## src/rtl/iowin_pkg.sv

```systemverilog
package iowin_pkg;

  typedef enum logic [1:0] {
    SLOT_MASTER = 2'd0,
    SLOT_ENABLE = 2'd1,
    SLOT_ADDR   = 2'd2,
    SLOT_DATA   = 2'd3
  } slot_e;

  typedef enum logic [1:0] {
    ST_IDLE  = 2'd0,
    ST_ISSUE = 2'd1,
    ST_WAIT  = 2'd2,
    ST_RESP  = 2'd3
  } xfer_st_e;

  localparam int unsigned MIRROR_CNT = 2;

  // Mirror 0 is the wide (extended) window, mirror 1 the narrow one.
  function automatic logic [31:0] mirror_base(input int unsigned idx);
    return (idx == 0) ? 32'h0008_8000 : 32'h0000_1800;
  endfunction

  function automatic int unsigned mirror_bits(input int unsigned idx);
    return (idx == 0) ? 12 : 8;
  endfunction

endpackage

```

## src/rtl/iowin_mirror_match.sv

```systemverilog
module iowin_mirror_match #(
  parameter int unsigned DATA_W = 32,
  parameter int unsigned OFF_W  = 12,
  parameter logic [DATA_W-1:0] BASE = '0,
  parameter int unsigned BITS   = 8
) (
  input  logic [DATA_W-1:0] addr,
  output logic              hit,
  output logic [OFF_W-1:0]  off
);
  localparam logic [DATA_W-1:0] LOW_MASK = {DATA_W{1'b1}} >> (DATA_W - BITS);

  always_comb begin
    hit = ((addr & ~LOW_MASK) == BASE);
    off = addr[OFF_W-1:0] & LOW_MASK[OFF_W-1:0];
  end
endmodule

```

## src/rtl/iowin_flag_regs.sv

```systemverilog
module iowin_flag_regs
  import iowin_pkg::*;
#(
  parameter int unsigned DATA_W = 32,
  parameter int unsigned OFF_W  = 12
) (
  input  logic              clk,
  input  logic              rst_n,
  input  logic              upd,
  input  slot_e             slot,
  input  logic [DATA_W-1:0] wdata,
  output logic              master,
  output logic              enable,
  output logic              avalid,
  output logic [OFF_W-1:0]  off
);
  logic [MIRROR_CNT-1:0]            hit_v;
  logic [MIRROR_CNT-1:0][OFF_W-1:0] off_v;
  logic                             any_hit;
  logic [OFF_W-1:0]                 sel_off;

  for (genvar g = 0; g < MIRROR_CNT; g++) begin : g_mirror
    iowin_mirror_match #(
      .DATA_W (DATA_W),
      .OFF_W  (OFF_W),
      .BASE   (DATA_W'(mirror_base(g))),
      .BITS   (mirror_bits(g))
    ) u_match (
      .addr (wdata),
      .hit  (hit_v[g]),
      .off  (off_v[g])
    );
  end

  // Lowest-numbered mirror wins (ranges are disjoint by default).
  always_comb begin
    any_hit = 1'b0;
    sel_off = '0;
    for (int i = MIRROR_CNT - 1; i >= 0; i--) begin
      if (hit_v[i]) begin
        any_hit = 1'b1;
        sel_off = off_v[i];
      end
    end
  end

  always_ff @(posedge clk) begin
    if (!rst_n) begin
      master <= 1'b0;
      enable <= 1'b0;
      avalid <= 1'b0;
      off    <= '0;
    end else if (upd) begin
      unique case (slot)
        SLOT_MASTER: master <= wdata[0];
        SLOT_ENABLE: enable <= wdata[0];
        SLOT_ADDR: begin
          if (master) begin
            avalid <= any_hit;
            if (any_hit) off <= sel_off;
          end
        end
        default: ;
      endcase
    end
  end
endmodule

```

## src/rtl/iowin_xfer_fsm.sv

```systemverilog
module iowin_xfer_fsm
  import iowin_pkg::*;
#(
  parameter int unsigned DATA_W = 32,
  parameter int unsigned OFF_W  = 12
) (
  input  logic              clk,
  input  logic              rst_n,
  input  logic              h_req_valid,
  output logic              h_req_ready,
  input  logic              h_req_we,
  input  slot_e             h_req_slot,
  input  logic [DATA_W-1:0] h_req_wdata,
  output logic              h_rsp_valid,
  input  logic              h_rsp_ready,
  output logic [DATA_W-1:0] h_rsp_rdata,
  input  logic              route_cfg,
  input  logic [OFF_W-1:0]  cfg_off,
  output logic              accept,
  output logic              b_req_valid,
  input  logic              b_req_ready,
  output logic              b_req_we,
  output slot_e             b_req_slot,
  output logic [DATA_W-1:0] b_req_wdata,
  input  logic              b_rsp_valid,
  input  logic [DATA_W-1:0] b_rsp_rdata,
  output logic              c_req_valid,
  input  logic              c_req_ready,
  output logic              c_req_we,
  output logic [OFF_W-1:0]  c_req_off,
  output logic [DATA_W-1:0] c_req_wdata,
  input  logic              c_rsp_valid,
  input  logic [DATA_W-1:0] c_rsp_rdata
);
  xfer_st_e          st;
  logic              cmd_we;
  slot_e             cmd_slot;
  logic [DATA_W-1:0] cmd_wdata;
  logic              cmd_cfg;
  logic [OFF_W-1:0]  cmd_off;
  logic [DATA_W-1:0] rsp_q;
  logic              tgt_ready;
  logic              tgt_rsp;

  always_comb begin
    h_req_ready = (st == ST_IDLE);
    accept      = h_req_valid && h_req_ready;
    h_rsp_valid = (st == ST_RESP);
    h_rsp_rdata = rsp_q;
    b_req_valid = (st == ST_ISSUE) && !cmd_cfg;
    c_req_valid = (st == ST_ISSUE) && cmd_cfg;
    b_req_we    = cmd_we;
    b_req_slot  = cmd_slot;
    b_req_wdata = cmd_wdata;
    c_req_we    = cmd_we;
    c_req_off   = cmd_off;
    c_req_wdata = cmd_wdata;
    tgt_ready   = cmd_cfg ? c_req_ready : b_req_ready;
    tgt_rsp     = cmd_cfg ? c_rsp_valid : b_rsp_valid;
  end

  always_ff @(posedge clk) begin
    if (!rst_n) begin
      st        <= ST_IDLE;
      cmd_we    <= 1'b0;
      cmd_slot  <= SLOT_MASTER;
      cmd_wdata <= '0;
      cmd_cfg   <= 1'b0;
      cmd_off   <= '0;
      rsp_q     <= '0;
    end else begin
      unique case (st)
        ST_IDLE: if (accept) begin
          cmd_we    <= h_req_we;
          cmd_slot  <= h_req_slot;
          cmd_wdata <= h_req_wdata;
          cmd_cfg   <= (h_req_slot == SLOT_DATA) && route_cfg;
          cmd_off   <= cfg_off;
          st        <= ST_ISSUE;
        end
        ST_ISSUE: if (tgt_ready) st <= cmd_we ? ST_IDLE : ST_WAIT;
        ST_WAIT: if (tgt_rsp) begin
          rsp_q <= cmd_cfg ? c_rsp_rdata : b_rsp_rdata;
          st    <= ST_RESP;
        end
        ST_RESP: if (h_rsp_ready) st <= ST_IDLE;
        default: st <= ST_IDLE;
      endcase
    end
  end
endmodule

```

## src/rtl/iowin_cfg_bridge.sv

```systemverilog
module iowin_cfg_bridge
  import iowin_pkg::*;
#(
  parameter int unsigned DATA_W = 32,
  parameter int unsigned OFF_W  = 12
) (
  input  logic              clk,
  input  logic              rst_n,
  input  logic              h_req_valid,
  output logic              h_req_ready,
  input  logic              h_req_we,
  input  logic [1:0]        h_req_slot,
  input  logic [DATA_W-1:0] h_req_wdata,
  output logic              h_rsp_valid,
  input  logic              h_rsp_ready,
  output logic [DATA_W-1:0] h_rsp_rdata,
  output logic              b_req_valid,
  input  logic              b_req_ready,
  output logic              b_req_we,
  output logic [1:0]        b_req_slot,
  output logic [DATA_W-1:0] b_req_wdata,
  input  logic              b_rsp_valid,
  input  logic [DATA_W-1:0] b_rsp_rdata,
  output logic              c_req_valid,
  input  logic              c_req_ready,
  output logic              c_req_we,
  output logic [OFF_W-1:0]  c_req_off,
  output logic [DATA_W-1:0] c_req_wdata,
  input  logic              c_rsp_valid,
  input  logic [DATA_W-1:0] c_rsp_rdata
);
  logic             accept;
  logic             flg_master;
  logic             flg_enable;
  logic             flg_avalid;
  logic [OFF_W-1:0] flg_off;
  logic             route_cfg;
  slot_e            in_slot;
  slot_e            out_slot;

  assign in_slot    = slot_e'(h_req_slot);
  assign b_req_slot = out_slot;
  assign route_cfg  = flg_master && flg_enable && flg_avalid;

  iowin_flag_regs #(.DATA_W(DATA_W), .OFF_W(OFF_W)) u_flags (
    .clk    (clk),
    .rst_n  (rst_n),
    .upd    (accept && h_req_we),
    .slot   (in_slot),
    .wdata  (h_req_wdata),
    .master (flg_master),
    .enable (flg_enable),
    .avalid (flg_avalid),
    .off    (flg_off)
  );

  iowin_xfer_fsm #(.DATA_W(DATA_W), .OFF_W(OFF_W)) u_fsm (
    .clk         (clk),
    .rst_n       (rst_n),
    .h_req_valid (h_req_valid),
    .h_req_ready (h_req_ready),
    .h_req_we    (h_req_we),
    .h_req_slot  (in_slot),
    .h_req_wdata (h_req_wdata),
    .h_rsp_valid (h_rsp_valid),
    .h_rsp_ready (h_rsp_ready),
    .h_rsp_rdata (h_rsp_rdata),
    .route_cfg   (route_cfg),
    .cfg_off     (flg_off),
    .accept      (accept),
    .b_req_valid (b_req_valid),
    .b_req_ready (b_req_ready),
    .b_req_we    (b_req_we),
    .b_req_slot  (out_slot),
    .b_req_wdata (b_req_wdata),
    .b_rsp_valid (b_rsp_valid),
    .b_rsp_rdata (b_rsp_rdata),
    .c_req_valid (c_req_valid),
    .c_req_ready (c_req_ready),
    .c_req_we    (c_req_we),
    .c_req_off   (c_req_off),
    .c_req_wdata (c_req_wdata),
    .c_rsp_valid (c_rsp_valid),
    .c_rsp_rdata (c_rsp_rdata)
  );
endmodule

```

## config.mk

```make
export PLATFORM = sky130hd
export DESIGN_NAME = iowin_cfg_bridge
export DESIGN_NICKNAME = d
export VERILOG_FILES = /design/src/rtl/iowin_pkg.sv /design/src/rtl/iowin_mirror_match.sv /design/src/rtl/iowin_flag_regs.sv /design/src/rtl/iowin_xfer_fsm.sv /design/src/rtl/iowin_cfg_bridge.sv
export SDC_FILE = /design/constraint.sdc
export NUM_CORES = 1
export LEC_CHECK = 0
export ABC_AREA = 0
export BUFFER_PORTS_ARGS = -buffer_cell sky130_fd_sc_hd__buf_2
export CAP_MARGIN = 20
export CORE_MARGIN = 4
export CORE_UTILIZATION = 30
export DETAILED_ROUTE_END_ITERATION = 8
export HOLD_SLACK_MARGIN = 0.08
export SYNTH_ARGS = -nofsm -noshare
export SYNTH_HDL_FRONTEND = slang
export SYNTH_SLANG_ARGS = --single-unit
```

## constraint.sdc

```tcl
create_clock -name clk -period 3.2 [get_ports clk]
set_input_delay 0.96 -clock clk [delete_from_list [all_inputs] [get_ports clk]]
set_output_delay 0.96 -clock clk [all_outputs]
set_load 0.05 [all_outputs]
```

After elaboration in Yosys (flattened, before gate mapping) --
Cells that the tools add are included.
Word-level totals: flip-flop bits (word level) 97, input bits 107, output and inout port bits 116, logic and storage cells 53
Operators by class: eq/ne operators 12, muxes and demuxes 13, reduce and logical (&&, ||, !) cells 17
Operators with widths (number):
- $mux 32 | 1
- $eq 24x5->1 const B | 1
- $eq 20x8->1 const B | 1
- $mux 12 | 1
- $mux 2 | 5
- $eq 2x2->1 const B | 4
- $mux 8 | 1
- $ne 2x1->1 const B | 4
- $pmux 2 s4 | 1
- $reduce_and 2->1 | 4
- $reduce_and 4->1 | 2
- $logic_and 1x1->1 | 7
- $eq 2x1->1 const B | 2
- $logic_not 2->1 | 2
- $mux 1 | 4
- $reduce_and 3->1 | 1
- $logic_not 1->1 | 1

Depth between registers and ports, before layout --
depth in word-level cells 4, mapped depth 7, depth with buffers taken out 4

By module --
A second synthesis with hierarchy kept.
Second synthesis, totals: cell total of the unflattened synthesis 524, area, all modules 4743.3 um2
By module, submodules not included:
- iowin_xfer_fsm | times used 1, cells each 408, area each 3722.3 um2, seq. area each 1641.6 um2
- iowin_flag_regs | times used 1, cells each 72, area each 700.7 um2, seq. area each 300.3 um2
- iowin_mirror_match (u_flags.g_mirror[1].u_match) | times used 1, cells each 22, area each 162.7 um2, seq. area each 0.0 um2
- iowin_mirror_match (u_flags.g_mirror[0].u_match) | times used 1, cells each 20, area each 145.1 um2, seq. area each 0.0 um2
- iowin_cfg_bridge | times used 1, cells each 2, area each 12.5 um2, seq. area each 0.0 um2

Least setup slack after synthesis --
OpenSTA, ideal clock, no wires.
kind reg2out, start point reg u_fsm.cmd_cfg, end point out b_req_valid, data arrival time 1904 ps, data required time 2240 ps, path slack 336 ps, cell stages (with the launch flop) 4, buffers on the path 2, path through dfxtp_1 buf_4 buf_1 nor3b_1
Between the ends: longest elaborated chain between the ends 2
Ends and longest elaborated chain:
- start: declaration | line iowin_xfer_fsm.sv:39 | logic cmd_cfg;
- start signal: assignment | line iowin_xfer_fsm.sv:77 | cmd_cfg <= (h_req_slot == SLOT_DATA) && route_cfg;
- $logic_not 1->1 | line iowin_xfer_fsm.sv:50 | b_req_valid = (st == ST_ISSUE) && !cmd_cfg;
- $logic_and 1x1->1 | line iowin_xfer_fsm.sv:50
- end: declaration | line iowin_cfg_bridge.sv:17 | output logic b_req_valid,
No other way between the ends.

Worst setup path after layout --
start point reg u_fsm.st[0], end point out b_req_valid
Between the ends: longest elaborated chain between the ends 2
Ends and longest elaborated chain:
- start: declaration | line iowin_xfer_fsm.sv:35 | xfer_st_e st;
- start signal: assignment | line iowin_xfer_fsm.sv:81 | ST_ISSUE: if (tgt_ready) st <= cmd_we ? ST_IDLE : ST_WAIT;
- $eq 2x1->1 | line iowin_xfer_fsm.sv:50
- $logic_and 1x1->1 | line iowin_xfer_fsm.sv:50
No other way between the ends.

==> flow_summary.toml <==
[run_status]
status = "complete, no violations"

[grt]
grt_pass1_wl_um = 18200
antenna_found_initial = 0
grt_usage_pct = 13.6
grt-ovfl-total = 0
grt_pass1_vias = 3803
grt_max_degree = 65

[floorplanning]
die_x_um = 129
fp-row-count = 44
dieArea_sq_mm = 0.0168
initial_utilization_pct = 30.6
coreArea_sq_mm = 0.0145
io_pins = 223
die_h_um = 129

[sta]
hold_violations = 0
setup_viol = 0
rsz0062_at_grt = "no"
worst_slew_margin_rel_pct = 31.9
slew_viol_final = 0
period_share_pct = 73.4
clock_skew_ns = 0.00700
fin_crit_ns = 2.35
worst_slack_ns = 0.852
setup_tns_ns = 0
tightest_slew_ns = 1.02
fmax_ghz = 0.426

[yosys]
yosysSeqAreaShare_pct = 43.9
postSynthAreaPerCell_sq_um = 9.18
synth-seq-cells = 97
ys_warn_count = 0
synth_ff_type = "dfxtp_1"
syn_inst = 482
synthArstFlopShare_pct = 0
synth_area_sq_mm = 0.00443
synth_edf_count = 0
synth_nets = 589
yosysUniqueCellTypes = 32

[placed_design]
dp_worst_setup_slack_ns = 0.636
numPortBuffers = 222
gp_congestion = 0.753
dp_hpwl_um = 8900

[layout]
mostFrequentLayoutCells = "222 x buf_2, 152 x nand2_1, 96 x dfxtp_1"
multiInputGateArea_sq_mm = 0.00203
final_common_cell = "buf_2"
fin_nets = 760
drive_above_1_share_pct = 38.3
area_delta_synth_final_pct = 28.8
seqCellArea_sq_mm = 0.00194
antenna_cells = 0
fill_cells = 1506

[critical_path]
setup.worst_path.end_class = "primary output"
path_cells = "nor3b_1 -> buf_2"
worst-r2r-cell-count = 4
critPathMaxFanout = 10
regToRegEndpoint = "u_fsm.h_rsp_rdata[20]$_SDFFE_PN0P_"
cpPeakStageDelay_ns = 0.52
r2r-start = "u_fsm.cmd_cfg$_SDFFE_PN0P_"
rrSetupSlack_ns = 1.24
start_kind = "flip-flop"
crit_type = "flip-flop to primary output"
worstPathArrival_ns = 1.39
required_ns = 2.24
crit_slowest_cell = "dfxtp_1"

[min_path]
min_from = "u_fsm.c_req_off[6]$_SDFFE_PN0P_"
hold_class = "flip-flop to flip-flop"
min_to = "u_fsm.c_req_off[6]$_SDFFE_PN0P_"
min_path_cells = 2

[clocking]
ctsResizeCount = 0
clk_latency_ns = 0.34
clock_path_buffers = 2
cts_tree = "yes"
cts_setup_buffers = 0
cts_sinks = 97
htreeDepth = 3
cts_buffers = 9
ctsHoldBuffers = 0
clk_pin_slew_ns = 0.06
cts_root_buffer = "clkbuf_16"

[detailed_routing]
dr.pass1.iters = 4
drc = 0
wl_um = 11700
drt.antenna.violating_nets = 0
drtIter0Drc = 128
wl_per_cell_um = 13.9
viasPerCell = 4.57
vias = 3847

[pwr]
power_density_mw_per_mm2 = 527
cellLeakagePower_uw = 0.00294
ir_drop_mv = 0.196

[run]
drv_cap = 0
## registers in the layout, summed over array words and instances (netlist names), named ones only
register           count
u_fsm.cmd_cfg          1
u_flags.avalid         1
u_fsm.h_rsp_rdata     32
u_flags.enable         1
u_fsm.b_req_wdata     32
u_flags.off           12
u_fsm.c_req_off       12
u_fsm.st               1
u_flags.master         1
u_fsm.b_req_we         1
u_fsm.b_req_slot       2
## synth_stat cells, types with 2 or more instances
library cell | n | area (sq um)
a21boi_1 | 48 | 360
and2_1 | 4 | 25.0
and3b_1 | 4 | 35.0
buf_1 | 4 | 15.0
buf_2 | 5 | 25.0
buf_4 | 35 | 263
buf_6 | 8 | 90.1
clkbuf_1 | 16 | 60.1
dfxtp_1 | 97 | 1940
mux2i_1 | 48 | 480
nand2_1 | 153 | 574
nand4_1 | 2 | 12.5
nor2_1 | 3 | 11.3
nor2b_1 | 3 | 18.8
nor3_1 | 2 | 10.0
nor3b_1 | 2 | 15.0
nor4_2 | 2 | 25.0
o211a_1 | 32 | 320
## routing by layer
metal	GRT usage [%]	wire (um)	up-vias
li1	-	-	1931
met1	16.2	5030	1740
met2	23.1	5370	164
met3	4.16	1140	12
met4	4.95	177	0
met5	0	0	-
## logic make-up after synthesis
group                  count (synthesis)  share of synthesized area, %
and+or+nand+nor                      181                          18.2
DFF                                   97                          43.9
AOI/OAI and AO/OA                     86                          16.5
buffers and inverters                 69                          10.3
muxes                                 49                          11.1
## worst max path at each step
stage | start | to | cells after the start | slack [ns]
final | u_fsm.st[0]$_SDFFE_PN0P_ | b_req_valid | 2 | 0.85
after global routing | u_fsm.st[0]$_SDFFE_PN0P_ | b_req_valid | 2 | 0.72
after CTS | u_fsm.st[0]$_SDFFE_PN0P_ | b_req_valid | 2 | 0.83
after detailed placement | b_rsp_valid | u_fsm.h_rsp_rdata[20]$_SDFFE_PN0P_ | 5 | 0.64
after global placement | b_rsp_valid | u_fsm.h_rsp_rdata[13]$_SDFFE_PN0P_ | 5 | 0.75
after floorplan | u_fsm.cmd_cfg$_SDFFE_PN0P_ | b_req_valid | 3 | 0.34
## layout make-up
class                           count  share of cell area [%]
Clock buffer                       13                    4.57
Sequential cell                    97                    34.1
Clock inverter                      3                   0.834
Inverter                            1                  0.0659
Timing Repair Buffer              228                    20.7
Multi-Input combinational cell    316                    35.7
Tap cell                          184                    4.04
## stage by stage
stage	hold slack [ns]	util (%)	cell area [sq um]	total power, uW	cells
floorplan	0.431	-	4430	1780	482
global placement	0.435	37.2	5390	1930	826
detailed placement	0.444	37.2	5390	1930	826
CTS	0.453	39.4	5700	3060	842
global route	0.468	39.4	5700	3140	842
finish	0.451	39.4	5700	3000	842
## critical path: cells and delay by family, from the launching register on
family / cells / cell delay [ns]
buffers and inverters: 1 / 0.30
flip-flops: 1 / 0.52
AND/OR/NAND/NOR: 1 / 0.24
## where the power goes
group          total [uW]  switching, uW  internal [uW]
combinational         607            438            169
sequential           1290           34.8           1260
clock                1100            450            654
(Power assumes the default switching activity.)
